**config.mk**
```make
export PLATFORM = sky130hd
export DESIGN_NAME = gg_decade_gate
export DESIGN_NICKNAME = d
export VERILOG_FILES = /design/src/rtl/gg_pkg.sv /design/src/rtl/gg_start_edge.sv /design/src/rtl/gg_width_timer.sv /design/src/rtl/gg_recovery_timer.sv /design/src/rtl/gg_out_stage.sv /design/src/rtl/gg_decade_gate.sv
export SDC_FILE = /design/constraint.sdc
export NUM_CORES = 1
export LEC_CHECK = 0
export BUFFER_PORTS_ARGS = -buffer_cell sky130_fd_sc_hd__buf_2
export CELL_PAD_IN_SITES_DETAIL_PLACEMENT = 1
export CELL_PAD_IN_SITES_GLOBAL_PLACEMENT = 2
export CORE_UTILIZATION = 28
export DETAILED_ROUTE_END_ITERATION = 12
export GPL_TIMING_DRIVEN = 0
export HOLD_SLACK_MARGIN = 0.03
export PLACE_DENSITY_LB_ADDON = 0.15
export SLEW_MARGIN = 20
export SYNTH_ARGS = -nofsm -noshare
export SYNTH_HDL_FRONTEND = slang
export SYNTH_SLANG_ARGS = --single-unit
export TNS_END_PERCENT = 100
```
**constraint.sdc**
```tcl
create_clock -name clk_i -period 7.4 [get_ports clk_i]
set_input_delay 0.74 -clock clk_i [delete_from_list [all_inputs] [get_ports clk_i]]
set_output_delay 0.74 -clock clk_i [all_outputs]
set_load 0.005 [all_outputs]
```
**src/rtl/gg_pkg.sv**
```systemverilog
package gg_pkg;

  typedef enum logic [1:0] {
    ST_IDLE  = 2'd0,
    ST_GATE  = 2'd1,
    ST_RECOV = 2'd2
  } gg_state_e;

  // 10 raised to e, for elaboration-time tables
  function automatic longint unsigned gg_pow10(input int unsigned e);
    longint unsigned p;
    p = 1;
    for (int i = 0; i < int'(e); i++) p = p * 10;
    return p;
  endfunction

  // number of bits needed to hold v (at least one)
  function automatic int unsigned gg_bits(input longint unsigned v);
    int unsigned b;
    b = 1;
    for (int i = 1; i < 64; i++) if ((v >> i) != 0) b = i + 1;
    return b;
  endfunction

endpackage

```
**src/rtl/gg_start_edge.sv**
```systemverilog
module gg_start_edge (
  input  logic clk_i,
  input  logic rst_i,
  input  logic sig_i,
  output logic rise_o
);

  logic prev_q;

  // prev resets high: a start held through reset is not an edge
  always_ff @(posedge clk_i) begin
    if (rst_i) prev_q <= 1'b1;
    else       prev_q <= sig_i;
  end

  assign rise_o = sig_i & ~prev_q;

  // one edge yields one pulse, never two in a row
  p_single_rise_r10: assert property (@(posedge clk_i) disable iff (rst_i)
    rise_o |=> !rise_o);

endmodule

```
**src/rtl/gg_width_timer.sv**
```systemverilog
module gg_width_timer
  import gg_pkg::*;
#(
  parameter int unsigned NUM_RANGES  = 8,
  parameter int unsigned RANGE_W     = 4,
  parameter int unsigned RIDX_W      = 3,
  parameter int unsigned PAIR_W      = 2,
  parameter int unsigned BASE0_TICKS = 10,
  parameter int unsigned MULT_W      = 11,
  parameter int unsigned MULT_UNIT   = 100,
  parameter int unsigned MULT_MIN    = 100,
  parameter int unsigned MULT_MAX    = 1100,
  parameter int unsigned REM_W       = 37
) (
  input  logic               clk_i,
  input  logic               rst_i,
  input  logic               load_i,
  input  logic               run_i,
  input  logic [RANGE_W-1:0] range_i,
  input  logic [MULT_W-1:0]  mult_i,
  output logic               expire_o,
  output logic               latch_o,
  output logic [PAIR_W-1:0]  pair_o
);

  localparam logic [REM_W-1:0] UNIT_R = REM_W'(MULT_UNIT);
  localparam logic [REM_W-1:0] TWO_R  = REM_W'(2 * MULT_UNIT);

  // decade base lengths in ticks, one per range
  logic [REM_W-1:0] base_tbl [NUM_RANGES];
  for (genvar g = 0; g < int'(NUM_RANGES); g++) begin : g_base
    localparam longint unsigned BV = longint'(BASE0_TICKS) * gg_pow10(g);
    assign base_tbl[g] = REM_W'(BV);
  end

  logic              is_latch;
  logic [MULT_W-1:0] mult_c;
  logic [REM_W-1:0]  base_sel;
  logic [REM_W-1:0]  target;

  assign is_latch = (range_i >= RANGE_W'(NUM_RANGES));

  always_comb begin
    if (mult_i < MULT_W'(MULT_MIN))      mult_c = MULT_W'(MULT_MIN);
    else if (mult_i > MULT_W'(MULT_MAX)) mult_c = MULT_W'(MULT_MAX);
    else                                 mult_c = mult_i;
  end

  assign base_sel = is_latch ? '0 : base_tbl[range_i[RIDX_W-1:0]];
  // remaining length kept in hundredths of a tick: no divider needed
  assign target   = base_sel * REM_W'(mult_c);

  logic [REM_W-1:0]  rem_q;
  logic              latch_q;
  logic [PAIR_W-1:0] pair_q;

  always_ff @(posedge clk_i) begin
    if (rst_i) begin
      rem_q   <= '0;
      latch_q <= 1'b0;
      pair_q  <= '0;
    end else if (load_i) begin
      rem_q   <= target;
      latch_q <= is_latch;
      pair_q  <= is_latch ? '0 : range_i[RIDX_W-1:1];
    end else if (run_i && !latch_q) begin
      rem_q   <= rem_q - UNIT_R;
    end
  end

  assign expire_o = run_i && !latch_q && (rem_q < TWO_R);
  assign latch_o  = latch_q;
  assign pair_o   = pair_q;

  // a timed gate never runs below one tick of remaining length
  p_rem_floor_r2: assert property (@(posedge clk_i) disable iff (rst_i)
    (run_i && !latch_q) |-> (rem_q >= UNIT_R));

  // captured settings never reload while a gate is running
  p_no_reload_r12: assert property (@(posedge clk_i) disable iff (rst_i)
    run_i |-> !load_i);

endmodule

```
**src/rtl/gg_recovery_timer.sv**
```systemverilog
module gg_recovery_timer #(
  parameter int unsigned NUM_PAIRS = 4,
  parameter int unsigned PAIR_W    = 2,
  parameter int unsigned REC_W     = 20,
  parameter int unsigned REC_TICKS [NUM_PAIRS] = '{7, 100, 9500, 950000}
) (
  input  logic              clk_i,
  input  logic              rst_i,
  input  logic              load_i,
  input  logic              run_i,
  input  logic [PAIR_W-1:0] pair_i,
  output logic              done_o
);

  logic [REC_W-1:0] last_tbl [NUM_PAIRS];
  for (genvar g = 0; g < int'(NUM_PAIRS); g++) begin : g_len
    assign last_tbl[g] = REC_W'(REC_TICKS[g] - 1);
  end

  logic [REC_W-1:0] cnt_q;

  always_ff @(posedge clk_i) begin
    if (rst_i)                       cnt_q <= '0;
    else if (load_i)                 cnt_q <= last_tbl[pair_i];
    else if (run_i && cnt_q != '0)   cnt_q <= cnt_q - 1'b1;
  end

  assign done_o = run_i && (cnt_q == '0);

  // recovery is never reloaded while it is counting
  p_rec_excl_r9: assert property (@(posedge clk_i) disable iff (rst_i)
    run_i |-> !load_i);

endmodule

```
**src/rtl/gg_out_stage.sv**
```systemverilog
module gg_out_stage (
  input  logic clk_i,
  input  logic rst_i,
  input  logic gate_nxt_i,
  input  logic dly_nxt_i,
  input  logic veto_i,
  output logic logic_o,
  output logic logic_n_o,
  output logic dly_o
);

  logic shown;
  assign shown = gate_nxt_i & ~veto_i;

  always_ff @(posedge clk_i) begin
    if (rst_i) begin
      logic_o   <= 1'b0;
      logic_n_o <= 1'b1;
      dly_o     <= 1'b0;
    end else begin
      logic_o   <= shown;
      logic_n_o <= ~shown;
      dly_o     <= dly_nxt_i;
    end
  end

  // veto seen at an edge keeps the gate hidden for the next cycle
  p_veto_mask_r7: assert property (@(posedge clk_i) disable iff (rst_i)
    $past(veto_i) |-> !logic_o);

  // the two logic outputs never agree
  p_compl_r8: assert property (@(posedge clk_i) disable iff (rst_i)
    logic_o != logic_n_o);

endmodule

```
**src/rtl/gg_decade_gate.sv**
```systemverilog
module gg_decade_gate
  import gg_pkg::*;
#(
  parameter int unsigned NUM_RANGES  = 8,
  parameter int unsigned BASE0_TICKS = 10,
  parameter int unsigned MULT_W      = 11,
  parameter int unsigned MULT_UNIT   = 100,
  parameter int unsigned MULT_MIN    = 100,
  parameter int unsigned MULT_MAX    = 1100,
  parameter int unsigned REC_TICKS [NUM_RANGES/2] = '{7, 100, 9500, 950000},
  parameter int unsigned RANGE_W     = gg_bits(longint'(NUM_RANGES))
) (
  input  logic               clk_i,
  input  logic               rst_i,
  input  logic               start_i,
  input  logic               stop_i,
  input  logic               veto_i,
  input  logic [RANGE_W-1:0] range_i,
  input  logic [MULT_W-1:0]  mult_i,
  output logic               logic_o,
  output logic               logic_n_o,
  output logic               dly_o
);

  localparam int unsigned NUM_PAIRS = NUM_RANGES / 2;
  localparam int unsigned RIDX_W    = gg_bits(longint'(NUM_RANGES - 1));
  localparam int unsigned PAIR_W    = RIDX_W - 1;
  localparam longint unsigned TGT_MAX =
    longint'(BASE0_TICKS) * gg_pow10(NUM_RANGES - 1) * longint'(MULT_MAX);
  localparam int unsigned REM_W     = gg_bits(TGT_MAX);

  function automatic longint unsigned rec_max();
    longint unsigned m;
    m = 1;
    for (int i = 0; i < int'(NUM_PAIRS); i++)
      if (longint'(REC_TICKS[i]) > m) m = longint'(REC_TICKS[i]);
    return m;
  endfunction

  localparam int unsigned REC_W = gg_bits(rec_max());

  logic              start_rise;
  logic              expire;
  logic              latched;
  logic [PAIR_W-1:0] pair;
  logic              rec_done;
  logic              accept;
  logic              rec_load;
  gg_state_e         state_q, state_d;

  gg_start_edge u_edge (
    .clk_i  (clk_i),
    .rst_i  (rst_i),
    .sig_i  (start_i),
    .rise_o (start_rise)
  );

  assign accept = (state_q == ST_IDLE) && start_rise && !stop_i;

  always_comb begin
    state_d = state_q;
    unique case (state_q)
      ST_IDLE:  if (accept)              state_d = ST_GATE;
      ST_GATE:  if (stop_i || expire)    state_d = ST_RECOV;
      ST_RECOV: if (rec_done)            state_d = ST_IDLE;
      default:                           state_d = ST_IDLE;
    endcase
  end

  always_ff @(posedge clk_i) begin
    if (rst_i) state_q <= ST_IDLE;
    else       state_q <= state_d;
  end

  assign rec_load = (state_q == ST_GATE) && (state_d == ST_RECOV);

  gg_width_timer #(
    .NUM_RANGES  (NUM_RANGES),
    .RANGE_W     (RANGE_W),
    .RIDX_W      (RIDX_W),
    .PAIR_W      (PAIR_W),
    .BASE0_TICKS (BASE0_TICKS),
    .MULT_W      (MULT_W),
    .MULT_UNIT   (MULT_UNIT),
    .MULT_MIN    (MULT_MIN),
    .MULT_MAX    (MULT_MAX),
    .REM_W       (REM_W)
  ) u_width (
    .clk_i    (clk_i),
    .rst_i    (rst_i),
    .load_i   (accept),
    .run_i    (state_q == ST_GATE),
    .range_i  (range_i),
    .mult_i   (mult_i),
    .expire_o (expire),
    .latch_o  (latched),
    .pair_o   (pair)
  );

  gg_recovery_timer #(
    .NUM_PAIRS (NUM_PAIRS),
    .PAIR_W    (PAIR_W),
    .REC_W     (REC_W),
    .REC_TICKS (REC_TICKS)
  ) u_recov (
    .clk_i  (clk_i),
    .rst_i  (rst_i),
    .load_i (rec_load),
    .run_i  (state_q == ST_RECOV),
    .pair_i (pair),
    .done_o (rec_done)
  );

  gg_out_stage u_out (
    .clk_i      (clk_i),
    .rst_i      (rst_i),
    .gate_nxt_i (state_d == ST_GATE),
    .dly_nxt_i  (state_d == ST_RECOV),
    .veto_i     (veto_i),
    .logic_o    (logic_o),
    .logic_n_o  (logic_n_o),
    .dly_o      (dly_o)
  );

  // stop held in idle keeps the gate shut
  p_stop_inhibit_r4: assert property (@(posedge clk_i) disable iff (rst_i)
    (state_q == ST_IDLE && stop_i) |=> (state_q != ST_GATE));

  // stop during a gate closes it at that edge
  p_stop_ends_r5: assert property (@(posedge clk_i) disable iff (rst_i)
    (state_q == ST_GATE && stop_i) |=> (state_q == ST_RECOV));

  // a latched gate only closes through stop
  p_latch_hold_r6: assert property (@(posedge clk_i) disable iff (rst_i)
    (state_q == ST_GATE && latched && !stop_i) |=> (state_q == ST_GATE));

  // recovery output is up once the gate has closed
  p_recov_follows_r9: assert property (@(posedge clk_i) disable iff (rst_i)
    (state_q == ST_RECOV && $past(state_q) == ST_GATE) |-> dly_o);

  // recovery never leads straight back into a gate
  p_no_retrig_r11: assert property (@(posedge clk_i) disable iff (rst_i)
    (state_q == ST_RECOV) |=> (state_q != ST_GATE));

  // the true output is only high inside a gate
  p_logic_in_gate_r2: assert property (@(posedge clk_i) disable iff (rst_i)
    logic_o |-> (state_q == ST_GATE));

endmodule

```
==> out/results.ini, run 1 <==
[clock_network]
cts_buffer_depth = 2
h-tree-depth = 3
clock-sinks = 64
clk-insertion-delay-late_ns = 0.34
clkTransAtPathRegs_ns = 0.06
root_buffer = clkbuf_16
cts_tree = built
numCtsBuffers = 9
ctsHoldBuffers = 0

[power]
p_comb_share_pct = 49.9
p_per_area_nw_per_um2 = 127
seq_power_share_pct = 22.4
irDropWorstVdd_mv = 0.0772
swShare_pct = 42.9
p_int_uw = 952
power.leakage_nw = 6.39
finalPower_mw = 1.67
power_switching_uw = 716
pwr-share-clk_pct = 27.7

[sta]
report.final.slew_viol_count = 0
fin_skew_ns = 0.00853
tns_ns = 0
min_period_ns = 7.08
timing_hold_violations_final = 0
fmax_mhz = 141
rsz0062_at_grt = no
setup_viol = 0
max_slew_margin_pct = 42.4
tightest_slew_ns = 0.858
post-route-period-util_pct = 95.6

[floorplan]
core.rowCount = 74
die-area_um2 = 42800
die_w_um = 207
ios = 23
start_util_pct = 28.6
die_h_um = 207
core-area_um2 = 41100

[routing]
routed_wl_um = 39700
ant_nets = 0
vias = 9728
firstDrtPassIters = 4
highest_layer = met4
drtIter0Drc = 462
drc = 0
met1_length_um = 18700
wl_per_cell_um = 20.0
wl_met3_um = 1120
wl_met2_um = 19300
vias_per_cell = 4.90

[finish]
syn2layout_area_growth_pct = 11.9
final_cell_area_um2 = 13100
layout_common_cells = inv_1 (257), fa_1 (193), nor2_1 (153)
n_antenna_cell = 0
drive_above_1_share_pct = 8.53
fin_nets = 1763
final_common_cell = inv_1

[logic_synthesis]
yosys.area.top_type = fa_1
yosys_warnings = 0
yosys.area.top_type_share_pct = 32.9
synth_seq_area_share_pct = 10.9
yosysUniqueCellTypes = 63
syn_inst = 1416
synth_fp_nets = 1731
ys.flop_type = dfxtp_1
ys_ff_latch = 64
synthTopCellsByArea = fa_1 (33%), dfxtp_1 (11%), ha_1 (11%), inv_1 (8.2%), nor2_1 (5.1%)
postSynthAreaPerCell_um2 = 8.30
synth_edf_count = 0
synth_area_um2 = 11700
async_reset_ff_share_pct = 0

[global_routing]
antenna_found_initial = 0
grtUsageTotal_pct = 20.1
grt-ovfl-total = 0
grt_max_degree = 13
first_global_vias = 10900
grt_pass1_wl_um = 63900

[placed_design]
hpwl_um = 33600
gp_congestion = 0.843
numPortBuffers = 20
placed_cell_area_um2 = 12500

[critical_path]
rrSetupSlack_ns = 4.24
worstRegToRegCells = 10
crit_required_ns = 7.58
crit_start = mult_i[8]
crit_path_end_kind = register
cp_max_fo = 10
r2r_start = state_q[1]
crit_type = primary input to register
startpoint_type = primary input
arrival_ns = 7.26
crit_end = u_width.rem_q[33]
r2r_end = u_recov.cnt_q[5]

[worst_hold_path]
hp-class = register to register

[job]
maxCapViolations = 0

[outcome]
status = completed

==> layer usage <==
| layer | vias to the layer above | global-route usage, % |
|---|---|---|
| met5 | - | 0 |
| met4 | 0 | 3.31 |
| met3 | 28 | 2.34 |
| met2 | 112 | 34.8 |
| met1 | 4993 | 27.1 |
| li1 | 4595 | - |
==> state kept, by name (all words and copies together) (netlist names) <==
| register | cells |
|---|---|
| u_width.pair_o | 2 |
| u_edge.prev_q | 1 |
| u_out.dly_o | 1 |
| u_out.logic_o | 1 |
| u_recov.cnt_q | 20 |
| state_q | 2 |
| u_width.latch_o | 1 |
| u_out.logic_n_o | 1 |
| u_width.rem_q | 35 |
==> cell families after synthesis <==
kind of cell / synth area share [%]
adders and majority gates: 43.7
AOI/OAI and AO/OA: 11.6
and+or+nand+nor: 18.8
DFF: 10.9
xor gates and xnor gates: 4.92
buffers and inverters: 9.88
muxes: 0.170
==> cell type report <==
cell class,instances,area [um^2]
clock inverters,7,96.3
multi-input cells,1044,9530
well taps,532,666
flip-flops and latches,64,1280
plain buffers,44,215
repair buffers,26,155
clock buffers,9,225
inverters,259,977
fillers,4946,28000
==> worst min path at each step <==
stage,from,end,slack (ns),cells past startpoint
after global placement,u_width.latch_o,u_width.latch_o,0.46,2
after detailed placement,u_width.latch_o,u_width.latch_o,0.50,2
after global routing,u_width.latch_o,u_width.latch_o,0.52,2
final,u_width.latch_o,u_width.latch_o,0.50,2
after floorplan,u_width.latch_o,u_width.latch_o,0.44,2
after CTS,u_width.latch_o,u_width.latch_o,0.51,2
==> power by group through the flow <==
stage / combinational, mW / sequential [mW] / clock, mW
2_1_floorplan: 0.577 / 0.377 / 0
3_3_place_gp: 0.822 / 0.381 / 0
3_5_place_dp: 0.828 / 0.381 / 0
4_1_cts: 0.840 / 0.374 / 0.477
5_1_grt: 0.957 / 0.376 / 0.496
6_report: 0.832 / 0.374 / 0.462
==> timing repair <==
| item | CTS | global route |
|---|---|---|
| hold endpoints to repair | 0 | 0 |
| pin swaps | 1 | 4 |
| buffers inserted | 3 | 1 |
| resized for setup | 37 | 64 |
| gates cloned | 0 | 0 |
| setup endpoints to repair | 24 | 11 |
==> through the flow <==
| stage | hold WS, ns | instances | util [%] | worst slack (ns) |
|---|---|---|---|---|
| 2_1_floorplan | 0.445 | 1416 | - | 0.457 |
| 3_3_place_gp | 0.462 | 1968 | 30.4 | -1.64 |
| 3_5_place_dp | 0.496 | 1970 | 30.5 | -1.64 |
| 4_1_cts | 0.506 | 1987 | 31.5 | 0.0129 |
| 5_1_grt | 0.524 | 1985 | 32.0 | 0.00590 |
| 6_report | 0.500 | 1985 | 32.0 | 0.325 |
==> synthesized netlist by cell type (6+ instances only) <==
cell type    n
o21ai_1      8
clkbuf_1    43
a21oi_1     69
o21a_1       6
nor4_1      12
nand2b_1    19
fa_1       193
nor3_1      33
dfxtp_1     64
ha_1       102
nor2_1     159
xnor2_1     35
o21bai_1     6
a31oi_1      8
nand2_1    149
a21o_1      18
nor2b_1     12
and2_1      12
xor2_1      31
nand3_1     21
inv_1      257
a221oi_1     9
o21ai_0     24
and3_1      14
a211oi_1    19
or3_1       13
==> worst max-delay path, cell delays in order <==
cell	delay [ns]
buf_2	0.12
or3_4	0.42
o21ai_2	0.21
and3_4	0.29
buf_4	0.24
nand2_1	0.10
fa_1	0.57
fa_1	0.44
fa_1	0.49
inv_1	0.06
fa_1	0.53
inv_1	0.05
fa_1	0.54
inv_1	0.05
ha_1	0.37
a21oi_1	0.18
o21ai_1	0.18
a2111o_1	0.46
o21ai_4	0.21
o31ai_2	0.14
a311o_1	0.38
o21bai_1	0.19
xor2_1	0.21
a211oi_1	0.10
No activity file was read; power rests on OpenSTA's default activity.
==> run 2: changes to the inputs <==
- ABC_AREA: unset -> 1
- MAX_ROUTING_LAYER: unset -> met4
==> out/results.ini, run 2 <==
[finish]
final_cells = 2593  ; was 1985
layout_common_cells = inv_1 (466), nand2_1 (429), nor2_1 (249)  ; was inv_1 (257), fa_1 (193), nor2_1 (153)
final_common_cell = inv_1  ; unchanged
largest_register_ffs = 35  ; unchanged
utilization_pct = 31.0  ; was 32.0%
syn2layout_area_growth_pct = 8.81  ; was 11.9%
n_antenna_cell = 0  ; unchanged
final_cell_area_um2 = 14500  ; was 13100 um^2
fill_cells = 5909  ; was 4946
fin_nets = 2296  ; was 1763
regMostFlops = u_width.rem_q  ; unchanged
biggestRegsByFlops = u_width.rem_q x35, u_recov.cnt_q x20  ; unchanged
drive_above_1_share_pct = 5.59  ; was 8.53%

[floorplan]
die_h_um = 220  ; was 207 um
die_w_um = 220  ; was 207 um
start_util_pct = 28.5  ; was 28.6%
core.rowCount = 79  ; was 74
ios = 23  ; unchanged
die-area_um2 = 48400  ; was 42800 um^2
core-area_um2 = 46800  ; was 41100 um^2

[critical_path]
worst-path-stages = 31  ; was 24
crit_required_ns = 7.63  ; was 7.58 ns
crit_path_end_kind = register  ; unchanged
startpoint_type = primary input  ; unchanged
slowest_stage = fa_1  ; unchanged
cp_max_fo = 10  ; unchanged
path_delay_family = adder cells  ; unchanged
max_stage_delay_ns = 0.56  ; was 0.57 ns
crit_type = primary input to register  ; unchanged
arrival_ns = 7.25  ; was 7.26 ns
worstRegToRegCells = 11  ; was 10
crit_buf_inv = 9  ; was 5
cpMostUsedCell = nand2_1  ; was fa_1

[routing]
drtIter0Drc = 560  ; was 462
vias_per_cell = 4.69  ; was 4.90
ant_nets = 0  ; unchanged
wl_per_cell_um = 18.2  ; was 20.0 um
vias = 12200  ; was 9728
drc = 0  ; unchanged
firstDrtPassIters = 5  ; was 4
routed_wl_um = 47100  ; was 39700 um

[global_routing]
grtUsageTotal_pct = 21.3  ; was 20.1%
antenna_found_initial = 0  ; unchanged
grt-ovfl-total = 0  ; unchanged
first_global_vias = 13200  ; was 10900
grt_max_degree = 12  ; was 13
grt_pass1_wl_um = 75600  ; was 63900 um

[logic_synthesis]
synth_area_um2 = 13300  ; was 11700 um^2
netlist_top_cells_count = inv_1 (466), nand2_1 (429), nor2_1 (250)  ; was inv_1 (257), fa_1 (193), nor2_1 (159)
synth_seq_area_share_pct = 9.62  ; was 10.9%
synth_edf_count = 0  ; unchanged
yosys.area.top_type = fa_1  ; unchanged
ys.flop_type = dfxtp_1  ; unchanged
yosysMostFrequentCell = inv_1  ; unchanged
ys_ff_latch = 64  ; unchanged
syn_inst = 1951  ; was 1416
yosysUniqueCellTypes = 49  ; was 63
postSynthAreaPerCell_um2 = 6.82  ; was 8.30 um^2
synthTopCellsByArea = fa_1 (29%), inv_1 (13%), nand2_1 (12%), dfxtp_1 (9.6%), ha_1 (9.6%)  ; was fa_1 (33%), dfxtp_1 (11%), ha_1 (11%), inv_1 (8.2%), nor2_1 (5.1%)
yosys.area.top_type_share_pct = 29.0  ; was 32.9%
synth_fp_nets = 2266  ; was 1731
yosys_warnings = 0  ; unchanged
async_reset_ff_share_pct = 0  ; unchanged

[power]
p_int_uw = 982  ; was 952 uW
finalPower_mw = 1.91  ; was 1.67 mW
irDropWorstVdd_mv = 0.110  ; was 0.0772 mV
pwr-share-clk_pct = 23.3  ; was 27.7%
power.leakage_nw = 7.90  ; was 6.39 nW
seq_power_share_pct = 19.6  ; was 22.4%
p_per_area_nw_per_um2 = 132  ; was 127 nW/um^2
swShare_pct = 48.6  ; was 42.9%
p_comb_share_pct = 57.1  ; was 49.9%
power_switching_uw = 929  ; was 716 uW

[sta]
final.setup.worst_slack_ns = 0.377  ; was 0.325 ns
timing_hold_violations_final = 0  ; unchanged
tightest_slew_ns = 0.977  ; was 0.858 ns
hold_ws_ns = 0.476  ; was 0.500 ns
setup_viol = 0  ; unchanged
post-route-period-util_pct = 94.9  ; was 95.6%
report.final.slew_viol_count = 0  ; unchanged
rsz0062_at_grt = no  ; unchanged
tns_ns = 0  ; unchanged
fin_skew_ns = 0.00901  ; was 0.00853 ns
fmax_mhz = 142  ; was 141 MHz
min_period_ns = 7.02  ; was 7.08 ns
max_slew_margin_pct = 34.4  ; was 42.4%

[worst_hold_path]
hp-class = register to register  ; unchanged
min_path_cells = 2  ; unchanged

[clock_network]
h-tree-depth = 3  ; unchanged
root_buffer = clkbuf_16  ; unchanged
clkTransAtPathRegs_ns = 0.06  ; about the same
cts_buffer_depth = 2  ; unchanged
clock-sinks = 64  ; unchanged
cts_tree = built  ; unchanged
numCtsBuffers = 9  ; unchanged
clk-insertion-delay-late_ns = 0.35  ; was 0.34 ns
ctsHoldBuffers = 0  ; unchanged

[placed_design]
hpwl_um = 40600  ; was 33600 um
placed_cell_area_um2 = 14200  ; was 12500 um^2
dp_cells = 2577  ; was 1970
numPortBuffers = 19  ; was 20
pre_cts_ws_ns = -0.231  ; was -1.64 ns
gp_congestion = 0.870  ; was 0.843

[outcome]
status = completed  ; unchanged

[job]
maxCapViolations = 0  ; unchanged

[run 2: changes by cell type after synthesis, moves of 28 or more]
| cell | previous run | this run |
|---|---|---|
| clkbuf_1 | 43 | 12 |
| inv_1 | 257 | 466 |
| nand2_1 | 149 | 429 |
| nand3_1 | 21 | 79 |
| nor2_1 | 159 | 250 |
| o21ai_0 | 24 | 87 |
| xnor2_1 | 35 | 7 |
[run 2: final cells by class]
class / instances / area [um^2] / share of cell area, %
multi-input cells: 1375 / 10100 / 69.4
inverters: 478 / 1800 / 12.4
flip-flops and latches: 64 / 1280 / 8.85
well taps: 607 / 759 / 5.24
clock buffers: 11 / 243 / 1.68
plain buffers: 34 / 195 / 1.35
repair buffers: 19 / 95.1 / 0.656
clock inverters: 5 / 56.3 / 0.389
[run 2: worst min-delay path, cell delays in order (launching register included)]
cell     delay (ns)
dfxtp_1        0.31
nand2_1        0.06
a21oi_1        0.06
[run 2: power by group through the flow]
stage | clock network [mW] | logic (mW) | registers [mW]
6_report | 0.445 | 1.09 | 0.375
5_1_grt | 0.469 | 1.27 | 0.377
4_1_cts | 0.460 | 1.12 | 0.375
3_5_place_dp | 0 | 1.11 | 0.382
3_3_place_gp | 0 | 1.10 | 0.382
2_1_floorplan | 0 | 0.770 | 0.377
[run 2: path summary, 6_finish.rpt]
check                    startpoint                end  slack [ns]
setup reg to reg  u_width.rem_q[11]  u_recov.cnt_q[12]        5.01
setup / recovery         mult_i[10]  u_width.rem_q[35]        0.38
hold reg to reg   u_width.rem_q[34]  u_width.rem_q[34]        0.48
hold / removal    u_width.rem_q[34]  u_width.rem_q[34]        0.48
[run 2: routing by layer]
metal  wire length (um)  global-route usage (%)
met5                  0                       -
met4                474                    2.78
met3               1070                    1.38
met2              22700                    36.0
met1              22900                    28.6
[run 2: logic make-up (layout without fill, tap and decap cells)]
group / after synthesis / count (layout) / share of synthesized area (%)
simple gates: 848 / 848 / 26.8
flops: 64 / 64 / 9.62
fa+ha+maj: 295 / 295 / 38.6
compound gates: 209 / 209 / 8.46
buf+inv: 512 / 547 / 15.0
xor+xnor: 23 / 23 / 1.51
[run 2: timing repair]
item                       4_1_cts  5_1_grt
resized for setup                0        5
setup endpoints to repair        0       15
buffers inserted                 0        0
